File: config.mk
export PLATFORM = sky130hd
export DESIGN_NAME = bus_io_port
export DESIGN_NICKNAME = d
export VERILOG_FILES = /design/src/rtl/bus_io_pkg.sv /design/src/rtl/bus_io_sync.sv /design/src/rtl/bus_io_decode.sv /design/src/rtl/bus_io_wr_fsm.sv /design/src/rtl/bus_io_port.sv
export SDC_FILE = /design/constraint.sdc
export NUM_CORES = 1
export LEC_CHECK = 0
export BUFFER_PORTS_ARGS = -buffer_cell sky130_fd_sc_hd__buf_2
export CAP_MARGIN = 25
export CORE_UTILIZATION = 43
export CTS_CLUSTER_SIZE = 30
export DETAILED_ROUTE_END_ITERATION = 6
export PLACE_DENSITY = 0.74
export SLEW_MARGIN = 15
export SYNTH_ARGS = -nofsm -noshare
export SYNTH_HDL_FRONTEND = slang
export SYNTH_HIERARCHICAL = 1
export SYNTH_SLANG_ARGS = --single-unit
File: constraint.sdc
create_clock -name clk -period 2.5 [get_ports clk]
set_clock_uncertainty 0.05 [all_clocks]
set_input_delay 0 -clock clk [delete_from_list [all_inputs] [get_ports clk]]
set_output_delay 0 -clock clk [all_outputs]
set_load 0.005 [all_outputs]
File: src/rtl/bus_io_pkg.sv
package bus_io_pkg;

    // Write-tracking state machine encoding.
    typedef enum logic [0:0] {
        ST_IDLE  = 1'b0,   // synchronised direction line is high
        ST_WRITE = 1'b1    // processor write in progress
    } wr_state_t;

    // Defaults shared by the block and its checker.
    localparam int unsigned DEF_ADDR_W      = 16;
    localparam int unsigned DEF_DATA_W      = 8;
    localparam int unsigned DEF_SLOT_W      = 3;
    localparam int unsigned DEF_SYNC_STAGES = 2;

endpackage

File: src/rtl/bus_io_sync.sv
// Multi-stage synchroniser with a per-bit reset value.
module bus_io_sync #(
    parameter int unsigned W      = 1,
    parameter int unsigned STAGES = 2,
    parameter logic [W-1:0] RST_VAL = '0
) (
    input  logic         clk,
    input  logic         rst,
    input  logic [W-1:0] d,
    output logic [W-1:0] q
);

    logic [W-1:0] stage_q [STAGES];

    for (genvar g = 0; g < STAGES; g++) begin : g_stage
        if (g == 0) begin : g_first
            always_ff @(posedge clk) begin
                if (rst) stage_q[g] <= RST_VAL;
                else     stage_q[g] <= d;
            end
        end else begin : g_next
            always_ff @(posedge clk) begin
                if (rst) stage_q[g] <= RST_VAL;
                else     stage_q[g] <= stage_q[g-1];
            end
        end
    end

    assign q = stage_q[STAGES-1];

endmodule

File: src/rtl/bus_io_decode.sv
// Address decoder for one slot of the low-16K peripheral window.
module bus_io_decode #(
    parameter int unsigned ADDR_W = 16,
    parameter int unsigned SLOT_W = 3,
    parameter int unsigned TARGET = 0
) (
    input  logic [ADDR_W-1:0] addr,
    input  logic              full_mode,
    output logic              hit
);

    localparam int unsigned MID_HI = ADDR_W - 3;
    localparam int unsigned MID_W  = MID_HI - SLOT_W + 1;
    localparam logic [SLOT_W-1:0] SLOT_CODE = SLOT_W'(TARGET);

    logic window_ok;
    logic mid_clear;
    logic slot_match;

    // Both top address bits must be zero for the window to be free.
    assign window_ok  = (addr[ADDR_W-1 -: 2] == 2'b00);
    assign mid_clear  = (addr[MID_HI:SLOT_W] == {MID_W{1'b0}});
    assign slot_match = (addr[SLOT_W-1:0] == SLOT_CODE);

    assign hit = window_ok && slot_match && (!full_mode || mid_clear);

endmodule

File: src/rtl/bus_io_wr_fsm.sv
// Tracks the direction line and loads the output latch when a write ends.
module bus_io_wr_fsm
    import bus_io_pkg::*;
#(
    parameter int unsigned ADDR_W   = 16,
    parameter int unsigned DATA_W   = 8,
    parameter int unsigned SLOT_W   = 3,
    parameter int unsigned OUT_SLOT = 0
) (
    input  logic              clk,
    input  logic              rst,
    input  logic              full_mode,
    input  logic              rw_s,
    input  logic [ADDR_W-1:0] addr_s,
    input  logic [DATA_W-1:0] data_s,
    output logic [DATA_W-1:0] out_q
);

    wr_state_t         state_q, state_d;
    logic [ADDR_W-1:0] addr_q;     // address one cycle behind the synchroniser
    logic [DATA_W-1:0] data_q;     // data one cycle behind the synchroniser
    logic              prev_hit;
    logic              commit;

    // Hold the bus value from the cycle before the rise of the direction line.
    always_ff @(posedge clk) begin
        if (rst) begin
            addr_q <= '1;
            data_q <= '0;
        end else begin
            addr_q <= addr_s;
            data_q <= data_s;
        end
    end

    bus_io_decode #(
        .ADDR_W (ADDR_W),
        .SLOT_W (SLOT_W),
        .TARGET (OUT_SLOT)
    ) u_dec_wr (
        .addr      (addr_q),
        .full_mode (full_mode),
        .hit       (prev_hit)
    );

    // Next-state logic.
    always_comb begin
        state_d = state_q;
        commit  = 1'b0;
        unique case (state_q)
            ST_IDLE: begin
                if (!rw_s) state_d = ST_WRITE;      // write start
            end
            ST_WRITE: begin
                if (rw_s) begin                     // write end
                    state_d = ST_IDLE;
                    commit  = prev_hit;
                end
            end
            default: state_d = ST_IDLE;
        endcase
    end

    // State register.
    always_ff @(posedge clk) begin
        if (rst) state_q <= ST_IDLE;
        else     state_q <= state_d;
    end

    // Output latch.
    always_ff @(posedge clk) begin
        if (rst)         out_q <= '0;
        else if (commit) out_q <= data_q;
    end

endmodule

File: src/rtl/bus_io_port.sv
// Memory-mapped byte output latch and byte input port.
module bus_io_port #(
    parameter int unsigned ADDR_W      = bus_io_pkg::DEF_ADDR_W,
    parameter int unsigned DATA_W      = bus_io_pkg::DEF_DATA_W,
    parameter int unsigned SLOT_W      = bus_io_pkg::DEF_SLOT_W,
    parameter int unsigned OUT_SLOT    = 0,
    parameter int unsigned IN_SLOT     = 1,
    parameter int unsigned SYNC_STAGES = bus_io_pkg::DEF_SYNC_STAGES
) (
    input  logic              clk,
    input  logic              rst,
    input  logic              full_decode,
    input  logic [ADDR_W-1:0] bus_addr,
    input  logic              bus_rw,
    input  logic [DATA_W-1:0] bus_din,
    output logic [DATA_W-1:0] bus_dout,
    output logic              bus_oe,
    input  logic [DATA_W-1:0] pins_in,
    output logic [DATA_W-1:0] out_q
);

    localparam int unsigned BUNDLE_W = 1 + ADDR_W + 2 * DATA_W;
    // Reset values: direction line high (read), address in main memory.
    localparam logic [BUNDLE_W-1:0] BUNDLE_RST =
        {1'b1, {ADDR_W{1'b1}}, {(2 * DATA_W){1'b0}}};

    logic [BUNDLE_W-1:0] bundle_s;
    logic                rw_s;
    logic [ADDR_W-1:0]   addr_s;
    logic [DATA_W-1:0]   data_s;
    logic [DATA_W-1:0]   pins_s;
    logic                rd_hit;

    bus_io_sync #(
        .W       (BUNDLE_W),
        .STAGES  (SYNC_STAGES),
        .RST_VAL (BUNDLE_RST)
    ) u_sync (
        .clk (clk),
        .rst (rst),
        .d   ({bus_rw, bus_addr, bus_din, pins_in}),
        .q   (bundle_s)
    );

    assign {rw_s, addr_s, data_s, pins_s} = bundle_s;

    bus_io_decode #(
        .ADDR_W (ADDR_W),
        .SLOT_W (SLOT_W),
        .TARGET (IN_SLOT)
    ) u_dec_rd (
        .addr      (addr_s),
        .full_mode (full_decode),
        .hit       (rd_hit)
    );

    // Read path: combinational enable from the synchronised decode.
    assign bus_oe   = !rst && rw_s && rd_hit;
    assign bus_dout = bus_oe ? pins_s : '0;

    bus_io_wr_fsm #(
        .ADDR_W   (ADDR_W),
        .DATA_W   (DATA_W),
        .SLOT_W   (SLOT_W),
        .OUT_SLOT (OUT_SLOT)
    ) u_wr (
        .clk       (clk),
        .rst       (rst),
        .full_mode (full_decode),
        .rw_s      (rw_s),
        .addr_s    (addr_s),
        .data_s    (data_s),
        .out_q     (out_q)
    );

endmodule

==> out/results.txt, run 1 <==
Fin Setup TNS - 0 ns
Crit path cell chain - nor4_1 -> nand3_1 -> a21oi_1 -> and4b_1 -> buf_2
Reg-to-reg startpoint - u_wr/addr_q[15]
CTS Buffer Depth - 2
Final setup margin - 0.408 ns
Worst Path Required - 2.45 ns
Cts repair resizes - 0
Area grow syn2layout - 29.1%
Worst Path Max Fanout - 9
CTS Sinks - 99
I/O pin cnt - 53
1st-iter DRT viols - 88
Syn. warnings - 6
Worst-case reg-to-reg path depth - 4
Worst min-delay path class - input pin to register
Post-DP HPWL - 2670 um
Fin. Hold Viols - 0
CTS H-Tree Depth - 3
Fmax - 0.478 GHz
Crit path from - u_sync/stage_q[1][21]
Die Wd - 85.5 um
Antenna Cells - 0
Final setup viols - 0
Residual DRC count - 1
Seq cells post-synth - 99
Worst Max-Slew Pin Slew - 0.585 ns
Overall die height - 85.5 um
Post-Syn Area - 0.00300 sq mm
Crit path kind - register to output pin
Port Buf Inserts - 52
# fillers - 539
CP max-delay cell - a21oi_1
GRT overflow - 0
Maximum vdd drop - 0.000457 V
Pleak - 0.00159 uW
Largest stage delay, worst path - 0.51 ns
Crit path capture type - output pin
CP arrival - 2.04 ns
Net count after synthesis - 285
Failing checks - design-rule violations
Largest net degree at the start of global routing - 48
Min cycle time layout - 2.09 ns
Design area - 0.00387 sq mm
CP startpoint kind - register
DR WL/cell - 11.7 um
Inst Count DP - 371
Fin cells - 427
Via-per-instance ratio - 4.33
Gpl congestion - 0.657
Core area - 0.00676 sq mm
Outcome - finished, violations left
CTS tree - done
Buf/Inv on CP - 1
Die area - 0.00732 sq mm
Num CTS Buffers - 9
Final period util - 83.7%
WL final - 4990 um
Pwr dens - 710 mW/mm^2
Cell chosen for the clock root - clkbuf_8
Syn avg cell area - 12.0 sq um
Cell Rows - 30
Share of layout cells above drive strength 1 - 20.7%
Final #Nets - 378
Syn Inst Count - 249
Vias in the first global route - 1783
CP Depth - 5
Distinct cells, synth - 20
RSZ-0062 raised after global routing - false
Post-CTS Setup Bufs - 0
Worst R2R End - u_wr/out_q[1]
Global-route wire length before repair - 7940 um
Clk pin slew, worst setup/hold paths - 0.10 ns
R2r setup slk - 0.66 ns
Most frequent cells in the layout - dfxtp_1 (99), buf_2 (52), or2_1 (49)
Pre-Repair DR Iteration Count - 7
Power Total - 2750 uW
Commonest non-fill, non-tap cell in the layout - dfxtp_1
Sequential-to-total area share from yosys stat - 66.1%
Worst-skew pair later-pin latency - 0.35 ns
Slew HR - 61.0%
Antenna-violating nets left - 0
Largest delay share family, worst path - simple AND/OR/NAND/NOR gates
Starting Density - 44.4%
Tot GR Track Use - 14.6%
MaxCap Viol Count - 0
Max Transition Viols Final - 0
Placed inst area - 0.00328 sq mm
Via count - 1851
Initial antenna violation count - 0
Worst Setup EP - bus_dout[6]
Place WS - 0.654 ns
## report_power, final
part           internal [uW]  switching (uW)
sequential              1640            16.1
combinational           95.5            50.8
clock                    408             544
total                   2140             611
## what timing repair did
action / CTS / global route
endpoints found under the setup margin: 0 / 0
hold endpoints to repair: 36 / 0
hold buffers: 40 / 0
## flip-flops by register name, indices dropped and copies added (netlist names)
signal,flops
u_sync/stage_q,66
u_wr/addr_q,16
u_wr/data_q,8
u_wr/out_q,8
u_wr/state_q,1
## metal layers
metal,part of all wire [%],vias up,global-route usage [%]
met2,51,46,24.9
li1,-,975,-
met3,4.2,10,5.20
met5,0,-,0
met1,43,820,15.8
met4,2.1,0,8.03
## area by class of cell
cell class	instances	area, sq um	area share, %
Clock buffer	10	138	3.55
Sequential cell	99	1980	51.2
Multi-Input combinational cell	138	922	23.8
Timing Repair Buffer	94	676	17.4
Tap cell	80	100	2.58
Clock inverter	6	55.1	1.42
## cell families after synthesis
| group | share of synthesized area (%) |
|---|---|
| compound gates | 0.584 |
| mux | 2.67 |
| flops | 66.1 |
| simple gates | 27.5 |
| buf+inv | 3.21 |
## worst min path at each step
| stage | start | to | slack, ns | cells past startpoint |
|---|---|---|---|---|
| finish | full_decode | u_wr/out_q[4] | 0.29 | 4 |
| global route | full_decode | u_wr/out_q[4] | 0.29 | 4 |
| CTS | full_decode | u_wr/out_q[4] | 0.28 | 4 |
| detailed placement | bus_addr[13] | u_sync/stage_q[0][29] | 0.13 | 2 |
| global placement | bus_addr[9] | u_sync/stage_q[0][25] | 0.13 | 2 |
| floorplan | bus_addr[0] | u_sync/stage_q[0][16] | 0.05 | 1 |
## worst register-to-register path: stages, from the launching register on
cell and delay (ns):
dfxtp_1 0.30, or4_1 0.52, a211oi_2 0.20, and3_1 0.47, mux2i_1 0.24
## stage by stage
step	hold WS (ns)	utilization, %
2_1_floorplan	0.0471	-
3_5_place_dp	0.131	48.5
6_report	0.286	57.3
3_3_place_gp	0.128	48.5
5_1_grt	0.292	57.3
4_1_cts	0.278	57.3
## Yosys cell counts
| cell | n | area, sq um |
|---|---|---|
| mux2i_1 | 8 | 80.1 |
| a21oi_1 | 1 | 5.00 |
| or4_1 | 1 | 7.51 |
| nor2b_1 | 40 | 250 |
| a211oi_2 | 1 | 12.5 |
| and3b_1 | 1 | 8.76 |
| buf_6 | 6 | 67.6 |
| clkbuf_1 | 1 | 3.75 |
| nor3_1 | 2 | 10.0 |
| nand2_1 | 1 | 3.75 |
| nand3_1 | 2 | 10.0 |
| or2_2 | 1 | 6.26 |
| and4b_1 | 8 | 80.1 |
| dfxtp_1 | 99 | 1980 |
| nand2b_1 | 16 | 100 |
| buf_2 | 5 | 25.0 |
| nor2_1 | 1 | 3.75 |
| nor4_1 | 5 | 31.3 |
| and3_1 | 1 | 6.26 |
| or2_1 | 49 | 307 |
(Power assumes the default switching activity.)
==> inputs of run 2 (changes only) <==
- clock period: 2.5 -> 1.98 ns (I/O delays scaled with it)
==> run 2 against run 1 <==
  * Flip-flop and latch count unchanged
  * Non-clock buffer count decreased by 2
  * Clock-buffer cell count is the same
  * Critical path depth increased by 1
  * Power increased by 32%
  * The flow still finishes with violations (design-rule violations)
  * Routed wire length decreased by 2.5%
  * Utilization is 0.48 points higher
  * Setup slack lost 0.24 ns
  * Global-route usage fell by 0.10 points
  * First-iteration DRC count decreased by 43%
==> out/results.txt, run 2 (same netlist as run 1, synthesis figures left out) <==
Outcome - finished, violations left
Failing checks - design-rule violations
WL final - 4860 um
Via count - 1837
GRT overflow - 0
Fin Setup TNS - 0 ns
Post-layout util - 57.8%
Initial antenna violation count - 0
Residual DRC count - 1
CTS Buffer Depth - 2
Worst Path Required - 1.93 ns
Overall die height - 85.5 um
Num CTS Buffers - 9
Register with the most flip-flops - u_sync/stage_q
Largest stage delay, worst path - 0.32 ns
Min cycle time layout - 1.81 ns
Crit path capture type - output pin
Power Total - 3640 uW
CP max-delay cell - dfxtp_1
Max Transition Viols Final - 0
CTS tree - done
Biggest regs - u_sync/stage_q: 66 flops, u_wr/addr_q: 16 flops
Gpl congestion - 0.673
CP arrival - 1.76 ns
Vias in the first global route - 1843
Tot GR Track Use - 14.5%
MaxCap Viol Count - 0
Antenna Cells - 0
CTS Sinks - 99
Pre-Repair DR Iteration Count - 6
Worst min-delay path class - input pin to register
Fmax - 0.553 GHz
Pwr dens - 932 mW/mm^2
Fin cells - 425
Largest delay share family, worst path - simple AND/OR/NAND/NOR gates
Die area - 0.00732 sq mm
Pleak - 0.00159 uW
Worst Max-Slew Pin Slew - 0.410 ns
I/O pin cnt - 53
Crit path kind - register to output pin
Antenna-violating nets left - 0
Core area - 0.00676 sq mm
# fillers - 523
Final setup viols - 0
Die Wd - 85.5 um
Cell chosen for the clock root - clkbuf_8
Commonest non-fill, non-tap cell in the layout - dfxtp_1
Post-DP HPWL - 2730 um
WHS - 0.00897 ns
Fin. Hold Viols - 0
Clk pin slew, worst setup/hold paths - 0.09 ns
Via-per-instance ratio - 4.32
Buf/Inv on CP - 2
CTS H-Tree Depth - 3
CP startpoint kind - register
1st-iter DRT viols - 50
Starting Density - 44.4%
Worst-skew pair later-pin latency - 0.36 ns
Inst Count DP - 374
Most frequent cells in the layout - dfxtp_1 (99), buf_2 (52), or2_1 (49)
Area grow syn2layout - 30.2%
Slew HR - 72.6%
RSZ-0062 raised after global routing - false
Final #Nets - 376
DR WL/cell - 11.4 um
Largest net degree at the start of global routing - 59
Crit path cell chain - nor4_2 -> nand3_1 -> a21oi_2 -> buf_4 -> and4b_1 -> buf_2
Cell Rows - 30
Port Buf Inserts - 52
Share of layout cells above drive strength 1 - 22.6%
Max FFs per register - 66
Maximum vdd drop - 0.000608 V
Final period util - 91.4%
Worst Path Max Fanout - 8
Global-route wire length before repair - 7940 um
[run 2: final timing paths]
path,start,end,slack (ns),depth (start not counted)
setup / recovery,u_sync/stage_q[1][20],bus_dout[4],0.17,6
hold / removal,rst,u_sync/stage_q[0][5],0.009,2
setup reg to reg,u_wr/addr_q[15],u_wr/out_q[7],0.31,5
hold reg to reg,u_sync/stage_q[0][16],u_sync/stage_q[1][16],0.36,1
[run 2: timing repair]
| action | in CTS | in global routing |
|---|---|---|
| setup buffers | 0 | 0 |
| setup endpoints to repair | 0 | 8 |
| hold buffers | 35 | 0 |
| endpoints found under the hold margin | 33 | 0 |
| resized for setup | 0 | 4 |
[run 2: cell type report]
cell class / count / area, sq um / share of cell area [%]
Multi-Input combinational cell: 138 / 945 / 24.2
Tap cell: 80 / 100 / 2.56
Timing Repair Buffer: 92 / 661 / 16.9
Sequential cell: 99 / 1980 / 50.8
Clock buffer: 10 / 128 / 3.27
Clock inverter: 6 / 90.1 / 2.31
[run 2: stage by stage]
stage | cell area, sq um | setup WS, ns
after global routing | 3910 | 0.0177
after global placement | 3310 | 0.332
after floorplan | 3000 | 0.403
final | 3910 | 0.170
after CTS | 3880 | 0.0195
after detailed placement | 3310 | 0.309
[run 2: metal layers]
metal  up-vias  track usage, %  share of wire [%]
li1        968               -                  -
met1       813            15.8                 46
met2        41            24.7                 47
met3        15            3.95                4.1
met4         0            9.70                3.1
met5         -               0                  0
[run 2: power breakdown]
| part | internal (uW) | switching, uW | leakage, uW | total (uW) |
|---|---|---|---|---|
| combinational | 118 | 63.2 | 0.000671 | 181 |
| clock | 714 | 657 | 0.000106 | 1370 |
| sequential | 2070 | 22.0 | 0.000816 | 2090 |
